## src/rtl/shadow_bank_pkg.sv

```systemverilog
package shadow_bank_pkg;
  localparam int unsigned COORD_W  = 12;
  localparam int unsigned FMT_W    = 3;
  localparam int unsigned BASE_W   = 32;
  localparam int unsigned DATA_W   = 32;
  localparam int unsigned OFF_W    = 3;
  localparam int unsigned IDX_W    = 3;
  localparam int unsigned ADDR_W   = IDX_W + OFF_W;
  localparam int unsigned Y_LSB    = 16;
  localparam int unsigned CHAN_LSB = 8;

  localparam logic [OFF_W-1:0] OFF_CTRL   = 3'd0;
  localparam logic [OFF_W-1:0] OFF_ORIGIN = 3'd1;
  localparam logic [OFF_W-1:0] OFF_SIZE   = 3'd2;
  localparam logic [OFF_W-1:0] OFF_BASE   = 3'd3;
  localparam logic [OFF_W-1:0] OFF_CORNER = 3'd4;
  localparam logic [IDX_W-1:0] GLB_IDX    = 3'd7;

  typedef struct packed {
    logic               en;
    logic [FMT_W-1:0]   fmt;
    logic [COORD_W-1:0] x;
    logic [COORD_W-1:0] y;
    logic [COORD_W-1:0] w;
    logic [COORD_W-1:0] h;
    logic [BASE_W-1:0]  base;
  } win_cfg_t;

  // inclusive far edge, floored at zero
  function automatic logic [COORD_W-1:0] far_edge(input logic [COORD_W-1:0] pos,
                                                  input logic [COORD_W-1:0] len);
    logic [COORD_W:0] s;
    s = {1'b0, pos} + {1'b0, len};
    if (s == '0) return '0;
    return COORD_W'(s - (COORD_W+1)'(1));
  endfunction
endpackage

```

## src/rtl/swin_slot.sv

```systemverilog
module swin_slot
  import shadow_bank_pkg::*;
(
  input  logic              clk_i,
  input  logic              rst_ni,
  input  logic              wr_i,
  input  logic [OFF_W-1:0]  wr_off_i,
  input  logic [DATA_W-1:0] wr_data_i,
  input  logic              xfer_i,
  output win_cfg_t          shadow_o,
  output win_cfg_t          active_o
);
  win_cfg_t sh_q, act_q;

  always_ff @(posedge clk_i or negedge rst_ni) begin
    if (!rst_ni) begin
      sh_q  <= '0;
      act_q <= '0;
    end else begin
      if (xfer_i) act_q <= sh_q;  // pre-write shadow on a collision
      if (wr_i) begin
        unique case (wr_off_i)
          OFF_CTRL: begin
            sh_q.en  <= wr_data_i[0];
            sh_q.fmt <= wr_data_i[FMT_W:1];
          end
          OFF_ORIGIN: begin
            sh_q.x <= wr_data_i[COORD_W-1:0];
            sh_q.y <= wr_data_i[Y_LSB +: COORD_W];
          end
          OFF_SIZE: begin
            sh_q.w <= wr_data_i[COORD_W-1:0];
            sh_q.h <= wr_data_i[Y_LSB +: COORD_W];
          end
          OFF_BASE: sh_q.base <= wr_data_i;
          default: ;
        endcase
      end
    end
  end

  assign shadow_o = sh_q;
  assign active_o = act_q;

  p_active_hold_r2: assert property (@(posedge clk_i) disable iff (!rst_ni)
    !xfer_i |=> $stable(act_q));
  p_commit_whole_r3: assert property (@(posedge clk_i) disable iff (!rst_ni)
    xfer_i |=> act_q == $past(sh_q));
endmodule

```

## src/rtl/sbank_ctrl.sv

```systemverilog
module sbank_ctrl #(
  parameter int unsigned NWIN           = 5,
  parameter bit          GLOBAL_PROTECT = 1'b0
) (
  input  logic            clk_i,
  input  logic            rst_ni,
  input  logic            wr_i,
  input  logic [NWIN-1:0] wr_prot_i,
  input  logic [NWIN-1:0] wr_chan_i,
  input  logic            vsync_i,
  output logic [NWIN-1:0] prot_o,
  output logic [NWIN-1:0] chan_o,
  output logic [NWIN-1:0] xfer_o,
  output logic [NWIN-1:0] pulse_o
);
  logic [NWIN-1:0] prot_q, chan_q, pulse_q, prot_eff;

  generate
    if (GLOBAL_PROTECT) begin : g_global
      assign prot_eff = {NWIN{prot_q[0]}};
      p_global_hold_r10: assert property (@(posedge clk_i) disable iff (!rst_ni)
        vsync_i && prot_q[0] |=> pulse_q == '0);
    end else begin : g_per_win
      assign prot_eff = prot_q;
      p_win_hold_r4: assert property (@(posedge clk_i) disable iff (!rst_ni)
        vsync_i |=> (pulse_q & $past(prot_q)) == '0);
    end
  endgenerate

  assign xfer_o = vsync_i ? ~prot_eff : '0;

  always_ff @(posedge clk_i or negedge rst_ni) begin
    if (!rst_ni) begin
      prot_q  <= '0;
      chan_q  <= '0;
      pulse_q <= '0;
    end else begin
      pulse_q <= xfer_o;
      if (wr_i) begin
        prot_q <= wr_prot_i;
        chan_q <= wr_chan_i;
      end
    end
  end

  assign prot_o  = prot_q;
  assign chan_o  = chan_q;
  assign pulse_o = pulse_q;

  p_quiet_pulse_r7: assert property (@(posedge clk_i) disable iff (!rst_ni)
    !vsync_i |=> pulse_q == '0);
  p_chan_stable_r8: assert property (@(posedge clk_i) disable iff (!rst_ni)
    !wr_i |=> $stable(chan_q));
endmodule

```

## src/rtl/sbank_rdmux.sv

```systemverilog
module sbank_rdmux
  import shadow_bank_pkg::*;
#(
  parameter int unsigned NWIN = 5
) (
  input  logic [ADDR_W-1:0] rd_addr_i,
  input  logic              rd_shadow_i,
  input  win_cfg_t          sh_i  [NWIN],
  input  win_cfg_t          act_i [NWIN],
  input  logic [NWIN-1:0]   prot_i,
  input  logic [NWIN-1:0]   chan_i,
  output logic [DATA_W-1:0] rd_data_o
);
  logic [IDX_W-1:0] ridx;
  logic [OFF_W-1:0] roff;
  win_cfg_t         c;

  assign ridx = rd_addr_i[ADDR_W-1:OFF_W];
  assign roff = rd_addr_i[OFF_W-1:0];

  always_comb begin
    rd_data_o = '0;
    c = '0;
    if (ridx == GLB_IDX) begin
      if (roff == OFF_CTRL) begin
        rd_data_o[NWIN-1:0]         = prot_i;
        rd_data_o[CHAN_LSB +: NWIN] = chan_i;
      end
    end else begin
      for (int i = 0; i < NWIN; i++) begin
        if (ridx == IDX_W'(i)) c = rd_shadow_i ? sh_i[i] : act_i[i];
      end
      unique case (roff)
        OFF_CTRL: begin
          rd_data_o[0]       = c.en;
          rd_data_o[FMT_W:1] = c.fmt;
        end
        OFF_ORIGIN: begin
          rd_data_o[COORD_W-1:0]      = c.x;
          rd_data_o[Y_LSB +: COORD_W] = c.y;
        end
        OFF_SIZE: begin
          rd_data_o[COORD_W-1:0]      = c.w;
          rd_data_o[Y_LSB +: COORD_W] = c.h;
        end
        OFF_BASE: rd_data_o = c.base;
        OFF_CORNER: begin
          rd_data_o[COORD_W-1:0]      = far_edge(c.x, c.w);
          rd_data_o[Y_LSB +: COORD_W] = far_edge(c.y, c.h);
        end
        default: ;
      endcase
    end
  end
endmodule

```

## src/rtl/shadow_bank.sv

```systemverilog
module shadow_bank
  import shadow_bank_pkg::*;
#(
  parameter int unsigned NWIN           = 5,
  parameter bit          GLOBAL_PROTECT = 1'b0
) (
  input  logic                     clk_i,
  input  logic                     rst_ni,
  input  logic                     wr_en_i,
  input  logic [ADDR_W-1:0]        wr_addr_i,
  input  logic [DATA_W-1:0]        wr_data_i,
  input  logic [ADDR_W-1:0]        rd_addr_i,
  input  logic                     rd_shadow_i,
  output logic [DATA_W-1:0]        rd_data_o,
  input  logic                     vsync_i,
  output logic [NWIN-1:0]          act_en_o,
  output logic [NWIN*FMT_W-1:0]    act_fmt_o,
  output logic [NWIN*COORD_W-1:0]  act_x0_o,
  output logic [NWIN*COORD_W-1:0]  act_y0_o,
  output logic [NWIN*COORD_W-1:0]  act_x1_o,
  output logic [NWIN*COORD_W-1:0]  act_y1_o,
  output logic [NWIN*BASE_W-1:0]   act_base_o,
  output logic [NWIN-1:0]          chan_en_o,
  output logic [NWIN-1:0]          xfer_o
);
  logic [IDX_W-1:0] w_idx;
  logic [OFF_W-1:0] w_off;
  logic             ctrl_wr;
  logic [NWIN-1:0]  commit, prot;
  win_cfg_t         sh  [NWIN];
  win_cfg_t         act [NWIN];

  assign w_idx   = wr_addr_i[ADDR_W-1:OFF_W];
  assign w_off   = wr_addr_i[OFF_W-1:0];
  assign ctrl_wr = wr_en_i && (w_idx == GLB_IDX) && (w_off == OFF_CTRL);

  sbank_ctrl #(.NWIN(NWIN), .GLOBAL_PROTECT(GLOBAL_PROTECT)) u_ctrl (
    .clk_i     (clk_i),
    .rst_ni    (rst_ni),
    .wr_i      (ctrl_wr),
    .wr_prot_i (wr_data_i[NWIN-1:0]),
    .wr_chan_i (wr_data_i[CHAN_LSB +: NWIN]),
    .vsync_i   (vsync_i),
    .prot_o    (prot),
    .chan_o    (chan_en_o),
    .xfer_o    (commit),
    .pulse_o   (xfer_o)
  );

  generate
    for (genvar i = 0; i < NWIN; i++) begin : g_win
      logic slot_wr;
      assign slot_wr = wr_en_i && (w_idx == IDX_W'(i)) && (w_off < OFF_CORNER);

      swin_slot u_slot (
        .clk_i     (clk_i),
        .rst_ni    (rst_ni),
        .wr_i      (slot_wr),
        .wr_off_i  (w_off),
        .wr_data_i (wr_data_i),
        .xfer_i    (commit[i]),
        .shadow_o  (sh[i]),
        .active_o  (act[i])
      );

      assign act_en_o[i]                      = act[i].en;
      assign act_fmt_o[i*FMT_W +: FMT_W]      = act[i].fmt;
      assign act_x0_o[i*COORD_W +: COORD_W]   = act[i].x;
      assign act_y0_o[i*COORD_W +: COORD_W]   = act[i].y;
      assign act_x1_o[i*COORD_W +: COORD_W]   = far_edge(act[i].x, act[i].w);
      assign act_y1_o[i*COORD_W +: COORD_W]   = far_edge(act[i].y, act[i].h);
      assign act_base_o[i*BASE_W +: BASE_W]   = act[i].base;
    end
  endgenerate

  sbank_rdmux #(.NWIN(NWIN)) u_rdmux (
    .rd_addr_i   (rd_addr_i),
    .rd_shadow_i (rd_shadow_i),
    .sh_i        (sh),
    .act_i       (act),
    .prot_i      (prot),
    .chan_i      (chan_en_o),
    .rd_data_o   (rd_data_o)
  );

  p_pulse_after_vsync_r7: assert property (@(posedge clk_i) disable iff (!rst_ni)
    (xfer_o != '0) |-> $past(vsync_i));
  p_enable_frame_sync_r3: assert property (@(posedge clk_i) disable iff (!rst_ni)
    !vsync_i |=> $stable(act_en_o));
endmodule

```

## config.mk

```make
export PLATFORM = sky130hd
export DESIGN_NAME = shadow_bank
export DESIGN_NICKNAME = d
export VERILOG_FILES = /design/src/rtl/shadow_bank_pkg.sv /design/src/rtl/swin_slot.sv /design/src/rtl/sbank_ctrl.sv /design/src/rtl/sbank_rdmux.sv /design/src/rtl/shadow_bank.sv
export SDC_FILE = /design/constraint.sdc
export NUM_CORES = 2
export LEC_CHECK = 0
export CAP_MARGIN = 20
export CORE_UTILIZATION = 57
export CTS_BUF_LIST = sky130_fd_sc_hd__clkbuf_8 sky130_fd_sc_hd__clkbuf_16
export DETAILED_ROUTE_END_ITERATION = 12
export DONT_BUFFER_PORTS = 1
export HOLD_SLACK_MARGIN = 0.03
export PLACE_DENSITY = 0.72
export SETUP_SLACK_MARGIN = 0.4
export SLEW_MARGIN = 20
export SYNTH_ARGS = -nofsm -noshare
export SYNTH_HDL_FRONTEND = slang
export SYNTH_HIERARCHICAL = 1
export SYNTH_SLANG_ARGS = --single-unit
```

## constraint.sdc

```tcl
create_clock -name clk_i -period 11.5 [get_ports clk_i]
set_input_delay 0.575 -clock clk_i [delete_from_list [all_inputs] [get_ports clk_i]]
set_output_delay 0.575 -clock clk_i [all_outputs]
set_load 0.01 [all_outputs]
```

==> qor.log <==
INFO  layout         final_cell_count_no_fill=5289
INFO  critical_path  setup.worst_path.end_class=output port
INFO  layout         mostFrequentLayoutCell=sky130_fd_sc_hd__dfrtp_1
INFO  logic_synthesis postSynthAreaPerCell=12.25um2
INFO  sta            timing.max_slew.rel_slack=14.67%
INFO  critical_path  worstSetupStartpointType=input port
INFO  power_and_ir_drop seqPwrFrac=40.4%
INFO  sta            worst_hold_slack=49.43ps
INFO  logic_synthesis asyncSetResetFlopFracSynth=100.0%
INFO  critical_path  crit_arrival=5630ps
INFO  global_route   grt_pass1_vias=34.52k
INFO  sta            tightest_slew=1280ps
INFO  critical_path  worst_ep_required_time=10930ps
INFO  power_and_ir_drop part_of_the_total_power_dissipated_in_combinational_logic=28.4%
INFO  placement      dp.final_hpwl=113.5mm
INFO  placement      gpl.final_weighted_congestion=0.9441
INFO  floorplan      ios=511
INFO  drt            wirelength=164.3mm
INFO  layout         nets=4287
INFO  clocking       cts_resized=0
INFO  sta            finalSetupViolations=0
INFO  logic_synthesis mappedNetlistNets=4360
INFO  status         status=finished, final reports clean
INFO  global_route   largest_net_degree_at_the_start_of_global_routing=856
INFO  drt            routed_via_density=6.714
INFO  power_and_ir_drop ir_worst_vdd=133.7uV
INFO  layout         fillCellCount=6852
INFO  clocking       ctsRootBufferMaster=sky130_fd_sc_hd__clkbuf_16
INFO  global_route   grt_pass1_wl=239.8mm
INFO  logic_synthesis synth_enable_flop_cells=0
INFO  power_and_ir_drop pwr-share-clk=31.2%
INFO  drt            dr.first_iter.drc_count=3344
INFO  sta            report.final.slew_viol_count=0
INFO  sta            finalHoldViolCount=0
INFO  clocking       cts-buffers-inserted=89
INFO  sta            finalWorstPathRequiredPeriod=6208ps
INFO  global_route   grt-ovfl-total=0
INFO  logic_synthesis synth.lib_cells_used.distinct=105
INFO  global_route   total_global_route_track_usage=36.13%
INFO  floorplan      rows=108
INFO  power_and_ir_drop p_sw=3.265mW
INFO  power_and_ir_drop leakage=25.68nW
INFO  clocking       tritoncts=built
INFO  drt            route.detailed.wl_per_inst=31.06um
INFO  job            maxcap_violations=0
INFO  critical_path  path_max_fanout=126
INFO  placement      port-buffer-count=0
INFO  layout         post_route_cells_drive_above_1_share=30.07%
INFO  clocking       h-tree-depth=3
INFO  worst_hold_path min_path_type=input port to flip-flop
INFO  floorplan      fp.dieH=300.1um
INFO  sta            final_min_period_over_clock_period=53.98%
INFO  layout         regArea=21400um2
INFO  global_route   antenna_violations_before_repair=5
INFO  placement      place_worst_setup_slack=5142ps
INFO  power_and_ir_drop intPower=6.028mW
INFO  layout         area_delta_synth_final=7.115%
INFO  clocking       clkSlewWorstSetupHoldPaths=60ps
INFO  drt            routed-via-count=35.51k
INFO  logic_synthesis ys_ff_latch=855
INFO  logic_synthesis part_of_the_yosys_area_used_for_sequential_elements=42.24%
INFO  sta            peak_freq=0.1611GHz
INFO  critical_path  path_class=input port to output port
INFO  drt            drt_drc_violations_left=0
INFO  clocking       ctsLongestPathBuffers=3
INFO  floorplan      core=87430um2
INFO  drt            drt_pre_antenna_iters=5
INFO  layout         mostFrequentLayoutCells=sky130_fd_sc_hd__dfrtp_1 (855), sky130_fd_sc_hd__mux2_2 (653), sky130_fd_sc_hd__nor2_1 (277)
INFO  floorplan      floorplan.initialDensity=57.93%
INFO  power_and_ir_drop power_density=171.3nW/um2
INFO  logic_synthesis yosys_warnings=6
INFO  logic_synthesis ys_dominant_reg_cell=sky130_fd_sc_hd__dfrtp_1
INFO  floorplan      die-width=300.1um
INFO  critical_path  reg2reg_setup_slack=8610ps
INFO  clocking       clock_sinks=855
INFO  layout         multi_input_comb_area=27550um2
INFO  sta            fin_tns_setup=0ps
INFO  logic_synthesis syn-instance-count=4133
INFO  power_and_ir_drop switching_part_of_the_total_power=35.13%
INFO  clocking       post-cts-setup-buffers=0
INFO  placement      place.detailed.instances=5095
INFO  clocking       clkLatencyLatePin=680ps
INFO  sta            rsz_0062_raised_after_global_routing=no
INFO  sta            timing.final.ws_setup=5292ps
INFO  sta            fin_worst_skew=54.61ps
INFO  logic_synthesis synth.cell_area=50650um2
INFO  layout         utilization=62.05%
INFO  floorplan      dieArea=90050um2
INFO  drt            antenna_violating_nets_post_route=0
-- sequential cells by signal (all words and copies together) (netlist names) --
register	count
g_win.u_slot/active_o	420
u_ctrl/pulse_o	5
u_ctrl/chan_o	5
u_ctrl/prot_o	5
g_win.u_slot/shadow_o	420
-- metal layers --
layer | up-vias | global-route usage (%) | part of all wire [%]
li1 | 15240 | - | -
met1 | 18420 | 47.06 | 40
met2 | 1530 | 57.44 | 47
met3 | 317 | 9.495 | 9.1
met4 | 6 | 14.75 | 4.6
met5 | - | 0 | 0.024
-- final timing paths --
path                            cells past startpoint                          from                           end
worst max-delay path                               13                  rd_addr_i[3]                 rd_data_o[27]
worst min-delay path                                1                 wr_data_i[14]  g_win[1].u_slot/shadow_o[14]
worst max register to register                      4              u_ctrl/prot_o[4]  g_win[4].u_slot/active_o[36]
worst min register to register                      1  g_win[1].u_slot/shadow_o[19]  g_win[1].u_slot/active_o[19]
max in group asynchronous                           4                        rst_ni  g_win[1].u_slot/active_o[80]
min in group asynchronous                           2                        rst_ni  g_win[0].u_slot/active_o[22]
-- timing repair --
| action | 4_1_cts | 5_1_grt |
|---|---|---|
| endpoints found under the setup margin | 0 | 0 |
| hold endpoints to repair | 918 | 101 |
| hold buffers | 22 | 2 |
-- final cells by class --
type | count | area share [%]
multi-input combinational | 2985 | 50.78
sequential | 855 | 39.44
clock buffer | 110 | 4.638
tap | 1155 | 2.664
timing repair buffer | 61 | 1.172
clock inverter | 51 | 0.8210
inverter | 68 | 0.4705
antenna | 4 | 0.01845
-- logic make-up (layout without fill, tap and decap cells) --
kind of cell / Yosys count / in the layout / share of synthesized area [%]
multiplexers: 1183 / 1183 / 29.47
flip-flops: 855 / 855 / 42.24
AND/OR/NAND/NOR: 731 / 731 / 7.688
AO/OA/AOI/OAI: 699 / 699 / 9.148
buffers and inverters: 293 / 290 / 3.498
XOR/XNOR: 194 / 194 / 3.382
adder cells (fa/ha/maj): 178 / 178 / 4.575
other: 0 / 4 / 0
-- critical path: stages --
cell and delay, ps:
sky130_fd_sc_hd__nand2b_1 670, sky130_fd_sc_hd__nor2_2 820, sky130_fd_sc_hd__nor3_1 180, sky130_fd_sc_hd__a21oi_1 320, sky130_fd_sc_hd__ha_1 330, sky130_fd_sc_hd__a211oi_4 340
sky130_fd_sc_hd__o211ai_1 190, sky130_fd_sc_hd__a21oi_2 230, sky130_fd_sc_hd__nand2b_1 120, sky130_fd_sc_hd__a221o_1 360, sky130_fd_sc_hd__and2_1 150, sky130_fd_sc_hd__a31o_1 430
sky130_fd_sc_hd__o22ai_1 810
-- synth_stat cells (20+ instances only) --
cell type,instances,area (um2)
sky130_fd_sc_hd__nor2b_1,42,262.8
sky130_fd_sc_hd__xnor2_1,122,1069
sky130_fd_sc_hd__ha_1,166,2077
sky130_fd_sc_hd__buf_12,20,400.4
sky130_fd_sc_hd__a21oi_1,175,875.8
sky130_fd_sc_hd__nand2_1,112,420.4
sky130_fd_sc_hd__nor2_1,278,1044
sky130_fd_sc_hd__dfrtp_1,855,21400
sky130_fd_sc_hd__mux2_4,210,3153
sky130_fd_sc_hd__nor3_1,68,340.3
sky130_fd_sc_hd__mux2i_1,222,2222
sky130_fd_sc_hd__clkbuf_1,59,221.5
sky130_fd_sc_hd__mux2_2,653,7353
sky130_fd_sc_hd__xor2_1,71,621.9
sky130_fd_sc_hd__o21ai_0,137,685.7
sky130_fd_sc_hd__a21o_1,31,232.7
sky130_fd_sc_hd__o21a_1,20,150.1
sky130_fd_sc_hd__inv_1,67,251.5
sky130_fd_sc_hd__nand2b_1,23,143.9
sky130_fd_sc_hd__o22ai_1,93,581.8
sky130_fd_sc_hd__a211oi_1,43,322.8
sky130_fd_sc_hd__buf_2,86,430.4
sky130_fd_sc_hd__buf_4,31,232.7
sky130_fd_sc_hd__nand3_1,36,180.2
sky130_fd_sc_hd__nor4_1,20,125.1
sky130_fd_sc_hd__mux4_2,97,2185
-- power groups by stage --
stage,registers (mW),clock network [mW],logic [mW]
4_1_cts,3.75,2.92,2.56
2_1_floorplan,3.60,0,2.07
3_5_place_dp,3.80,0,2.54
3_3_place_gp,3.78,0,2.51
6_report,3.75,2.90,2.64
5_1_grt,3.78,3.04,2.86
-- stage by stage --
step	area, um2	power [mW]
finish	54250	9.293
CTS	54060	9.234
floorplan	50650	5.670
global route	54240	9.677
detailed placement	50880	6.335
global placement	50880	6.292
Power figures use the tool's default switching activity.
